**src/rtl/scan_timing_gen.sv**
```systemverilog
module scan_timing_gen #(
  parameter int HW = 12,
  parameter int AW = 4
)(
  input  logic            clk,
  input  logic            rst_n,
  input  logic            wr_en,
  input  logic [AW-1:0]   addr,
  input  logic [2*HW-1:0] wdata,
  output logic [2*HW-1:0] rdata,
  output logic            hsync,
  output logic            vsync,
  output logic            de,
  output logic            pix_req,
  output logic            irq
);
  localparam int DW = 2 * HW;
  localparam int TW = HW + 2;
  localparam logic [AW-1:0] A_CTL = AW'(0), A_VCTL = AW'(1), A_HA = AW'(2), A_HB = AW'(3),
                            A_VA = AW'(4), A_VB = AW'(5), A_VAE = AW'(6), A_VBE = AW'(7),
                            A_ODLY = AW'(8), A_IEN = AW'(9), A_IST = AW'(10), A_ACNT = AW'(11);

  logic          ctl_en, ctl_rep, vid_req, cont, ilace, serial, ien, istat, running, odd_f;
  logic [DW-1:0] ha, hb, va, vb, vae, vbe, vsel_a, vsel_b, rd_mux;
  logic [TW-1:0] odly, hpos, vpos;
  logic [HW-1:0] acnt;
  logic [TW-1:0] h_s, h_a0, h_a1, h_t, h_act, v_s, v_a0, v_a1, v_t, dly, nxt, off, lim;
  logic          use_even, line_act, hend, vend, set_ev, halt;

  assign use_even = ilace && !odd_f;
  assign vsel_a   = use_even ? vae : va;
  assign vsel_b   = use_even ? vbe : vb;

  assign h_s   = TW'(ha[HW-1:0]);
  assign h_act = TW'(hb[HW-1:0]);
  assign h_a0  = h_s + TW'(ha[DW-1:HW]);
  assign h_a1  = h_a0 + h_act;
  assign h_t   = h_a1 + TW'(hb[DW-1:HW]);
  assign v_s   = TW'(vsel_a[HW-1:0]);
  assign v_a0  = v_s + TW'(vsel_a[DW-1:HW]);
  assign v_a1  = v_a0 + TW'(vsel_b[HW-1:0]);
  assign v_t   = v_a1 + TW'(vsel_b[DW-1:HW]);

  assign dly = (ilace && odd_f) ? odly : '0;
  assign nxt = hpos + TW'(1);
  assign off = nxt - h_a0;
  assign lim = (serial && TW'(acnt) < h_act) ? TW'(acnt) : h_act;

  assign line_act = vpos >= v_a0 && vpos < v_a1;
  assign hend     = hpos == h_t - TW'(1);
  assign vend     = vpos == v_t - TW'(1);
  assign set_ev   = running && hpos == '0 && vpos == v_a1;
  assign halt     = wr_en && addr == A_CTL && (!wdata[0] || wdata[1]);

  assign hsync   = running && hpos < h_s;
  assign vsync   = running && ((vpos == '0 && hpos >= dly) ||
                               (vpos != '0 && vpos < v_s) ||
                               (vpos == v_s && hpos < dly));
  assign de      = running && line_act && hpos >= h_a0 && hpos < h_a1;
  assign pix_req = running && line_act && nxt >= h_a0 && off < lim && !(ctl_rep && off[0]);
  assign irq     = istat && ien;

  always_ff @(posedge clk or negedge rst_n) begin
    if (!rst_n) begin
      ctl_en <= 1'b0; ctl_rep <= 1'b0; vid_req <= 1'b0; cont <= 1'b0;
      ilace <= 1'b0; serial <= 1'b0; ien <= 1'b0; istat <= 1'b0;
      running <= 1'b0; odd_f <= 1'b0;
      ha <= '0; hb <= '0; va <= '0; vb <= '0; vae <= '0; vbe <= '0;
      odly <= '0; acnt <= '0; hpos <= '0; vpos <= '0;
    end else begin
      if (wr_en) begin
        case (addr)
          A_CTL:  begin ctl_en <= wdata[0]; ctl_rep <= wdata[2]; end
          A_VCTL: begin cont <= wdata[1]; ilace <= wdata[2]; serial <= wdata[3]; end
          A_HA:   ha <= wdata;
          A_HB:   hb <= wdata;
          A_VA:   va <= wdata;
          A_VB:   vb <= wdata;
          A_VAE:  vae <= wdata;
          A_VBE:  vbe <= wdata;
          A_ODLY: odly <= wdata[TW-1:0];
          A_IEN:  ien <= wdata[0];
          A_ACNT: acnt <= wdata[HW-1:0];
          default: ;
        endcase
      end

      if (running) begin
        if (hend) begin
          hpos <= '0;
          if (vend) begin
            vpos <= '0;
            if (vid_req && cont) odd_f <= ilace && !odd_f;
            else begin
              running <= 1'b0;
              if (!cont) vid_req <= 1'b0;
            end
          end else vpos <= vpos + TW'(1);
        end else hpos <= nxt;
      end else if (vid_req && ctl_en) begin
        running <= 1'b1;
        hpos    <= '0;
        vpos    <= '0;
        odd_f   <= 1'b0;
      end

      if (wr_en && addr == A_VCTL) vid_req <= wdata[0];

      if (wr_en && addr == A_IST && wdata[0]) istat <= 1'b0;
      if (set_ev) istat <= 1'b1;

      if (halt) begin
        running <= 1'b0;
        vid_req <= 1'b0;
        odd_f   <= 1'b0;
        hpos    <= '0;
        vpos    <= '0;
      end
    end
  end

  always_comb begin
    case (addr)
      A_CTL:  rd_mux = DW'({ctl_rep, 1'b0, ctl_en});
      A_VCTL: rd_mux = DW'({serial, ilace, cont, vid_req || running});
      A_HA:   rd_mux = ha;
      A_HB:   rd_mux = hb;
      A_VA:   rd_mux = va;
      A_VB:   rd_mux = vb;
      A_VAE:  rd_mux = vae;
      A_VBE:  rd_mux = vbe;
      A_ODLY: rd_mux = DW'(odly);
      A_IEN:  rd_mux = DW'(ien);
      A_IST:  rd_mux = DW'(istat);
      A_ACNT: rd_mux = DW'(acnt);
      default: rd_mux = '0;
    endcase
  end

  always_ff @(posedge clk or negedge rst_n) begin
    if (!rst_n) rdata <= '0;
    else        rdata <= rd_mux;
  end
endmodule

```
**config.mk**
```make
export PLATFORM = sky130hd
export DESIGN_NAME = scan_timing_gen
export DESIGN_NICKNAME = d
export VERILOG_FILES = /design/src/rtl/scan_timing_gen.sv
export SDC_FILE = /design/constraint.sdc
export NUM_CORES = 1
export LEC_CHECK = 0
export ABC_AREA = 1
export BUFFER_PORTS_ARGS = -buffer_cell sky130_fd_sc_hd__buf_4
export CAP_MARGIN = 20
export CORE_MARGIN = 2
export CORE_UTILIZATION = 46
export CTS_BUF_LIST = sky130_fd_sc_hd__clkbuf_8
export CTS_CLUSTER_DIAMETER = 120
export DETAILED_ROUTE_END_ITERATION = 6
export MAX_ROUTING_LAYER = met4
export PLACE_DENSITY = 0.64
export SETUP_SLACK_MARGIN = 0.05
export SYNTH_ARGS = -nofsm -noshare
export SYNTH_HDL_FRONTEND = slang
export SYNTH_SLANG_ARGS = --single-unit
```
**constraint.sdc**
```tcl
create_clock -name clk -period 6.2 [get_ports clk]
set_clock_uncertainty 0.05 [all_clocks]
set_input_delay 1.24 -clock clk [delete_from_list [all_inputs] [get_ports clk]]
set_output_delay 1.24 -clock clk [all_outputs]
set_load 0.01 [all_outputs]
```
Word level (Yosys, flattened, before mapping)
Cells that the tools add are included.
{"block": "word_totals", "ff_bits": 232, "latchBits": 0, "ram_bits": 0, "romBits": 0, "inputBits": 31, "out_inout_bits": 29, "n_memories": 0}
{"block": "op_classes", "n_addsub": 11, "mul": 0, "div": 0, "order_cmp": 11, "eq_ne": 20, "n_shift": 0, "muxes": 34, "bitwise_logic": 0, "n_reduce_logical": 56}
{"operator": "case mux 24 bit (12 select lines)", "count": 1}
{"operator": "two-way mux 14 bit", "count": 9}
{"operator": "two-way mux 24 bit", "count": 2}
{"operator": "== test 14 bit", "count": 3}
{"operator": "greater-or-equal comparator 14 x 13 -> 1 bit", "count": 3}
{"operator": "less-than comparator 14 x 12 -> 1 bit", "count": 3}
{"operator": "less-than comparator 14 bit", "count": 3}
{"operator": "adder 13 x 12 -> 14 bit", "count": 2}
{"operator": "adder 14 x 1 -> 14 bit, second input constant", "count": 2}
{"operator": "adder 14 x 12 -> 14 bit", "count": 2}
{"operator": "zero test 14 bit", "count": 2}
{"operator": "subtractor 14 x 1 -> 14 bit, second input constant", "count": 2}
{"operator": "adder 12 x 12 -> 13 bit", "count": 2}
{"operator": "logical AND 1 bit", "count": 26}
{"operator": "AND reduction 2 bit", "count": 12}
{"operator": "two-way mux 1 bit", "count": 21}
{"operator": "== test 4 x 3 -> 1 bit, second input constant", "count": 4}
{"operator": "== test 4 bit, second input constant", "count": 4}
{"operator": "== test 14 x 12 -> 1 bit", "count": 1}
{"operator": "greater-or-equal comparator 14 bit", "count": 1}
{"operator": "nonzero test 14 bit", "count": 1}
{"operator": "subtractor 14 x 13 -> 14 bit", "count": 1}
{"operator": "less-than comparator 12 bit", "count": 1}
{"operator": "two-way mux 12 bit", "count": 1}
{"operator": "11 further kinds", "count": 23}

Depth between registers and ports, before layout
Gate-level depths: netlist of run 1.
{"block": "logic_depth", "depth_word": 13, "ltp_mapped": 42, "depth_no_buf": 39}

Least setup slack after synthesis of run 1
No wires, ideal clock.
{"block": "synth_timing", "kind": "flip-flop to output port", "startpoint": "register odd_f", "endpoint": "output de", "arrival_ps": 4858, "t_required_ps": 4910, "setup_slack_ps": 52, "stages_incl_launch_ff": 33, "cell_sequence": "dfrtp_1 -> inv_2 -> nand2_4 -> clkbuf_1 -> clkbuf_1 -> clkbuf_1 -> nand2_1 -> o21ai_0 -> ha_1 -> inv_1 -> fa_1 -> inv_1 -> nand4_1 -> nand2_2 -> nand2_1 -> nand3_1 -> a31o_2 -> xnor2_1 -> inv_1 -> ha_1 -> nand2_1 -> nor2_1 -> nand3_1 -> nand3_1 -> nand2_1 -> nand2_1 -> nand3_1 -> ha_1 -> a21oi_1 -> nand3_1 -> a21oi_1 -> nand2_1 -> nor3_1"}
{"block": "synth_between", "elab_chain_cells": 10, "elab_cells_between_ends": 12}
{"element": "from (decl)", "line_no": "23", "source": "logic ctl_en, ctl_rep, vid_req, cont, ilace, serial, ien, istat, running, odd_f;"}
{"element": "from (signal assigned)", "line_no": "93", "source": "if (vid_req && cont) odd_f <= ilace && !odd_f;"}
{"element": "zero test 1 bit *", "line_no": "30", "source": "assign use_even = ilace && !odd_f;"}
{"element": "logical AND 1 bit *", "line_no": "30"}
{"element": "two-way mux 24 bit", "line_no": "31", "source": "assign vsel_a = use_even ? vae : va;"}
{"element": "adder 12 x 12 -> 13 bit", "line_no": "40", "source": "assign v_a0 = v_s + TW'(vsel_a[DW-1:HW]);"}
{"element": "adder 13 x 12 -> 14 bit", "line_no": "41", "source": "assign v_a1 = v_a0 + TW'(vsel_b[HW-1:0]);"}
{"element": "less-than comparator 14 bit", "line_no": "49", "source": "assign line_act = vpos >= v_a0 && vpos < v_a1;"}
{"element": "logical AND 1 bit *", "line_no": "49"}
{"element": "logical AND 1 bit * (3 in series)", "line_no": "59", "source": "assign de = running && line_act && hpos >= h_a0 && hpos < h_a1;"}
{"element": "to (decl)", "line_no": "13", "source": "output logic de,"}
Every way passes the cells marked *; elsewhere a longest branch is shown, timed or not.

Final worst setup path of run 1
{"block": "layout_timing", "startpoint": "register ilace", "endpoint": "output pix_req"}
{"block": "layout_between", "elab_chain_cells": 10, "elab_cells_between_ends": 12}
{"element": "from (decl)", "line_no": "23"}
{"element": "from (signal assigned)", "line_no": "74", "source": "A_VCTL: begin cont <= wdata[1]; ilace <= wdata[2]; serial <= wdata[3]; end"}
{"element": "logical AND 1 bit *", "line_no": "30"}
{"element": "two-way mux 24 bit", "line_no": "31"}
{"element": "adder 12 x 12 -> 13 bit", "line_no": "40"}
{"element": "adder 13 x 12 -> 14 bit", "line_no": "41"}
{"element": "less-than comparator 14 bit", "line_no": "49"}
{"element": "logical AND 1 bit *", "line_no": "49"}
{"element": "logical AND 1 bit * (4 in series)", "line_no": "60", "source": "assign pix_req = running && line_act && nxt >= h_a0 && off < lim && !(ctl_rep && off[0]);"}
{"element": "to (decl)", "line_no": "14", "source": "output logic pix_req,"}
Marks and branches as above.

==> results by group, run 1 <==
Status
  • Outcome: finished, violations left
  • Failing checks: setup timing

Route
  • Detailed-routed wire length on met3: 5.39 mm
  • Met2 WL: 29.2 mm
  • Routed WL: 67.7 mm
  • WL met1: 30.2 mm
  • DR iter-0 viols: 1740
  • Drc violations: 0
  • Vias post-DR: 18200
  • Post-DRT Antenna Nets: 0
  • Vias/cell: 5.67
  • Top layer in use: met4
  • DRT Pass-1 Iters: 6
  • WL/cell: 21.1 um

Global route
  • Vias in the first global route: 16700
  • Antenna violations before repair: 4
  • GR Overflow Total: 0
  • GRT Resource Usage Total: 33.5%
  • First-pass GRT wire length: 101 mm
  • Largest net degree at the start of global routing: 129

Worst setup path
  • CP endpoint kind: primary output
  • Slowest stage delay, CP: 0.52 ns
  • Crit path top cell by count: a21oi_2
  • Max FO, Critical Path: 8
  • Slowest CP cell: dfrtp_2
  • Worst setup path class: flip-flop to primary output
  • WP data required: 4.91 ns
  • Worst-case reg-to-reg path depth: 38
  • Startpoint Class: flip-flop
  • CP Data Arrival Time: 5.07 ns

Floorplanning
  • Placeable Area: 38900 um^2
  • Die area: 41300 um^2
  • Initial Util: 46.9%
  • DIE HEIGHT: 203 um
  • Number of I/O pins: 60
  • Rows: 72
  • Die W: 203 um

Logic synthesis
  • Syn Nets: 2763
  • Yosys warnings: 0
  • EDFF count, synth: 0
  • Post-synth top flop: dfrtp_1
  • Post-Synthesis Cells: 2510
  • Seq/Total Area, Yosys: 31.8%
  • Cell area after synthesis: 18300 um^2
  • Synth Register Bits: 232
  • Mean Syn Cell Area: 7.27 um^2
  • Post-synth cell types: 53
  • Ys async rst share: 100%

Run
  • MaxCap Viol Count: 0

Clocking
  • Clk buf depth: 3
  • Post-CTS Hold Fix Bufs: 0
  • Reg clk slew, reported paths: 0.06 ns
  • CTS Buf Count: 42
  • CTS tree: built
  • Clk root buf: clkbuf_8
  • Num Clock Sinks: 232
  • Insertion delay to the later sink of the worst-skew pair: 0.64 ns
  • H-tree levels: 2

Timing
  • Pins Over Slew Limit: 0
  • Setup violations, final: 2
  • Fmax: 0.157 GHz
  • Fin crit share: 103%
  • Minimum clock period: 6.36 ns
  • Worst-margin pin slew: 1.21 ns
  • TNS Setup: -0.311 ns
  • Setup ws final: -0.156 ns
  • RSZ-0062 raised after global routing: yes
  • Final hold viol count: 0
  • Max transition margin: 19.5%

Finish
  • Commonest non-fill, non-tap cell in the layout: nand2_1
  • Area grow syn2layout: 17.7%
  • Commonest non-fill, non-tap cells in the layout: 650 x nand2_1, 365 x inv_1, 264 x o21ai_0
  • Share of layout cells above drive strength 1: 13.8%
  • Nets: 2910

Placed design
  • PortBufs: 59
  • Dpl ws: -0.232 ns
  • HPWL Detailed: 51.9 mm
  • Placer Congestion: 1.00

Min path
  • Worst hold path depth: 2
  • Hold Crit Class: flip-flop to flip-flop
## path summary, 6_finish.rpt
check                        from      end  slack, ns
hold reg to reg            vb[14]   vb[14]       0.43
setup reg to reg            ilace  vid_req       0.34
setup / recovery            ilace  pix_req      -0.16
max in group asynchronous   rst_n    va[5]       4.25
hold / removal             vb[14]   vb[14]       0.43
min in group asynchronous   rst_n    ha[8]       0.67
## cell type report
type / count / area, um^2
Tap cell: 518 / 648
Timing Repair Buffer: 163 / 1280
Inverter: 368 / 1400
Sequential cell: 232 / 5810
Fill cell: 3781 / 17400
Clock buffer: 53 / 729
Timing Repair inverter: 1 / 8.76
Antenna cell: 3 / 7.51
Multi-Input combinational cell: 1849 / 11500
Clock inverter: 20 / 156
## critical path, delay by kind of cell, from the launching register on
family / cells / cell delay, ns
buffers and inverters: 4 / 0.39
xor gates and xnor gates: 2 / 0.46
DFF: 1 / 0.52
adders and majority gates: 4 / 1.09
and+or+nand+nor: 8 / 0.79
AOI/OAI and AO/OA: 9 / 1.17
## Yosys cell counts (2+ instances only)
master / n / area (um^2)
a2111oi_0: 3 / 26.3
a211oi_1: 5 / 37.5
a21boi_0: 3 / 22.5
a21o_1: 12 / 90.1
a21oi_1: 111 / 556
a221oi_1: 30 / 263
a31oi_1: 10 / 62.6
buf_2: 2 / 10.0
clkbuf_1: 59 / 221
clkinv_1: 2 / 7.51
dfrtp_1: 232 / 5810
fa_1: 7 / 140
ha_1: 215 / 2690
inv_1: 360 / 1350
inv_2: 5 / 18.8
nand2_1: 666 / 2500
nand2_2: 13 / 81.3
nand2_4: 4 / 45.0
nand3_1: 98 / 490
nand3_2: 5 / 50.1
nand3b_1: 7 / 52.6
nand4_1: 40 / 250
nor2_1: 133 / 499
nor3_1: 22 / 110
nor4_1: 10 / 62.6
o2111ai_1: 16 / 140
o211ai_1: 2 / 15.0
o21a_1: 3 / 22.5
o21ai_0: 289 / 1450
o21ai_1: 4 / 20.0
o21ai_2: 2 / 17.5
o21bai_1: 6 / 45.0
o221a_2: 2 / 22.5
o221ai_1: 3 / 26.3
o22ai_1: 26 / 163
or2_2: 6 / 37.5
xnor2_1: 23 / 201
xor2_1: 59 / 517
## timing repair
item,4_1_cts,5_1_grt
pin swaps,32,51
gates resized for setup,69,91
endpoints found under the setup margin,2,31
setup buffers,27,23
cloned,2,2
## stage by stage
stage	instance area, um^2	instances	utilization, %	hold slack, ns
global placement	19500	3077	50.2	0.417
detailed placement	19500	3077	50.2	0.424
CTS	20900	3179	53.7	0.439
floorplan	18300	2510	-	0.403
finish	21500	3207	55.2	0.434
global route	21500	3207	55.2	0.453
## metal layers
metal,track usage (%),up-vias
met2,49.1,819
li1,-,8642
met1,46.3,8568
met4,13.6,0
met3,5.39,141
met5,-,-
## kinds of logic after synthesis
group | share of synthesized area (%)
buffers and inverters | 8.97
AND/OR/NAND/NOR | 23.1
AO/OA/AOI/OAI | 16.7
flip-flops | 31.8
XOR/XNOR | 3.93
multiplexers | 0.0548
adder cells (fa/ha/maj) | 15.5
## flip-flops by register name, indices dropped and copies added, names as in the netlist
register / flops
cont: 1
vb: 24
vpos: 14
hb: 24
odd_f: 1
vae: 24
ctl_en: 1
rdata: 24
hpos: 14
ien: 1
serial: 1
va: 24
ha: 24
istat: 1
odly: 14
vid_req: 1
vbe: 24
ctl_rep: 1
acnt: 12
ilace: 1
running: 1
Power of run 1 is left out: the tool's default activity adds up to more than one toggle a clock period on the data nets, which glitch-free logic cannot reach.
==> inputs of run 2 (changes only) <==
- CORE_UTILIZATION: 46 -> 40
- PLACE_DENSITY: 0.64 -> 0.57
- SKIP_CTS_REPAIR_TIMING: default -> 1
==> results by group, run 2 (synthesis gave the netlist of run 1 again) <==
Status
  • Failing checks: setup timing (unchanged)
  • Outcome: finished, violations left (unchanged)

Timing
  • Pins Over Slew Limit: 0 (unchanged)
  • Setup ws final: -0.378 ns (was -0.156 ns)
  • Worst-margin pin slew: 1.17 ns (was 1.21 ns)
  • Final hold viol count: 0 (unchanged)
  • Minimum clock period: 6.58 ns (was 6.36 ns)
  • Fin crit share: 106% (was 103%)
  • Max transition margin: 21.8% (was 19.5%)
  • Setup violations, final: 2 (unchanged)
  • RSZ-0062 raised after global routing: yes (unchanged)
  • TNS Setup: -0.704 ns (was -0.311 ns)
  • Fmax: 0.152 GHz (was 0.157 GHz)

Placed design
  • HPWL Detailed: 53.6 mm (was 51.9 mm)
  • PortBufs: 59 (unchanged)
  • Placer Congestion: 0.993 (was 1.00)

Min path
  • Hold Crit Class: flip-flop to flip-flop (unchanged)

Floorplanning
  • Die W: 218 um (was 203 um)
  • Placeable Area: 45200 um^2 (was 38900 um^2)
  • DIE HEIGHT: 218 um (was 203 um)
  • Number of I/O pins: 60 (unchanged)
  • Die area: 47400 um^2 (was 41300 um^2)
  • Rows: 78 (was 72)
  • Initial Util: 40.4% (was 46.9%)

Global route
  • Antenna violations before repair: 2 (was 4)
  • Vias in the first global route: 16600 (was 16700)
  • First-pass GRT wire length: 103 mm (was 101 mm)
  • GR Overflow Total: 0 (unchanged)
  • Largest net degree at the start of global routing: 120 (was 129)
  • GRT Resource Usage Total: 29.9% (was 33.5%)

Worst setup path
  • Crit path top cell by count: a21oi_2 (unchanged)
  • Slowest stage delay, CP: 0.41 ns (was 0.52 ns)
  • Worst setup path class: flip-flop to primary output (unchanged)
  • CP endpoint kind: primary output (unchanged)
  • WP data required: 4.91 ns (about the same)
  • Slowest CP cell: dfrtp_1 (was dfrtp_2)
  • Max FO, Critical Path: 7 (was 8)
  • FF-to-FF setup slack: 0.33 ns (was 0.34 ns)
  • Startpoint Class: flip-flop (unchanged)
  • CP Data Arrival Time: 5.29 ns (was 5.07 ns)

Clocking
  • Reg clk slew, reported paths: 0.06 ns (about the same)
  • CTS tree: built (unchanged)
  • Insertion delay to the later sink of the worst-skew pair: 0.62 ns (was 0.64 ns)
  • CTS Buf Count: 43 (was 42)
  • Clk root buf: clkbuf_8 (unchanged)
  • H-tree levels: 2 (unchanged)
  • Clk buf depth: 3 (unchanged)
  • Num Clock Sinks: 232 (unchanged)

Route
  • Routed WL: 69.1 mm (was 67.7 mm)
  • Vias post-DR: 17900 (was 18200)
  • Post-DRT Antenna Nets: 0 (unchanged)
  • WL/cell: 21.0 um (was 21.1 um)
  • DR iter-0 viols: 1587 (was 1740)
  • DRT Pass-1 Iters: 6 (unchanged)
  • Drc violations: 0 (unchanged)
  • Vias/cell: 5.46 (was 5.67)

Finish
  • Commonest non-fill, non-tap cell in the layout: nand2_1 (unchanged)
  • Area grow syn2layout: 18.2% (was 17.7%)
  • Share of layout cells above drive strength 1: 13.4% (was 13.8%)
  • FILL cells: 4543 (was 3781)
  • Commonest non-fill, non-tap cells in the layout: 656 x nand2_1, 364 x inv_1, 270 x o21ai_0 (was 650 x nand2_1, 365 x inv_1, 264 x o21ai_0)
  • Nets: 2904 (was 2910)

Run
  • MaxCap Viol Count: 0 (unchanged)
==> run 2: final timing paths <==
kind | startpoint | to | cells after the start
setup / recovery | odd_f | pix_req | 28
hold / removal | hb[16] | hb[16] | 2
setup reg to reg | ha[17] | vpos[8] | 36
hold reg to reg | hb[16] | hb[16] | 2
max in group asynchronous | rst_n | vb[15] | 2
min in group asynchronous | rst_n | ha[11] | 1
==> run 2: routing by layer <==
layer  track usage, %  share of wire (%)  vias up
li1                 -                  -     8615
met1             41.5                 46     8499
met4             12.1                4.6        0
met5                -                  0        -
met3             4.76                6.9      141
met2             43.3                 43      686
==> run 2: final cells by class <==
type	instances	area, um^2	share of cell area, %
diodes	2	5.00	0.0232
clock buffers	56	771	3.57
clock inverters	20	191	0.887
inverters	368	1390	6.44
multi-input cells	1847	11400	52.8
flip-flops and latches	232	5810	26.9
well taps	600	751	3.48
repair buffers	159	1270	5.89
==> run 2: critical path: cells and delay by family, from the launching register on <==
kind | cells | cell delay, ns
AOI/OAI and AO/OA | 8 | 1.21
adders and majority gates | 4 | 1.19
buffers and inverters | 8 | 0.87
and+or+nand+nor | 6 | 0.50
xor gates and xnor gates | 2 | 0.47
DFF | 1 | 0.41
==> run 2: stage by stage <==
stage	cell area, um^2	utilization (%)	setup WS [ns]	instances	hold slack (ns)
floorplan	18300	-	0.0517	2510	0.403
global placement	19700	43.6	-0.0461	3166	0.418
detailed placement	19700	43.6	-0.193	3166	0.423
CTS	20700	45.7	-0.871	3242	0.438
global route	21600	47.8	-0.665	3284	0.454
finish	21600	47.8	-0.378	3284	0.436
Power of run 2 is left out for the same reason.
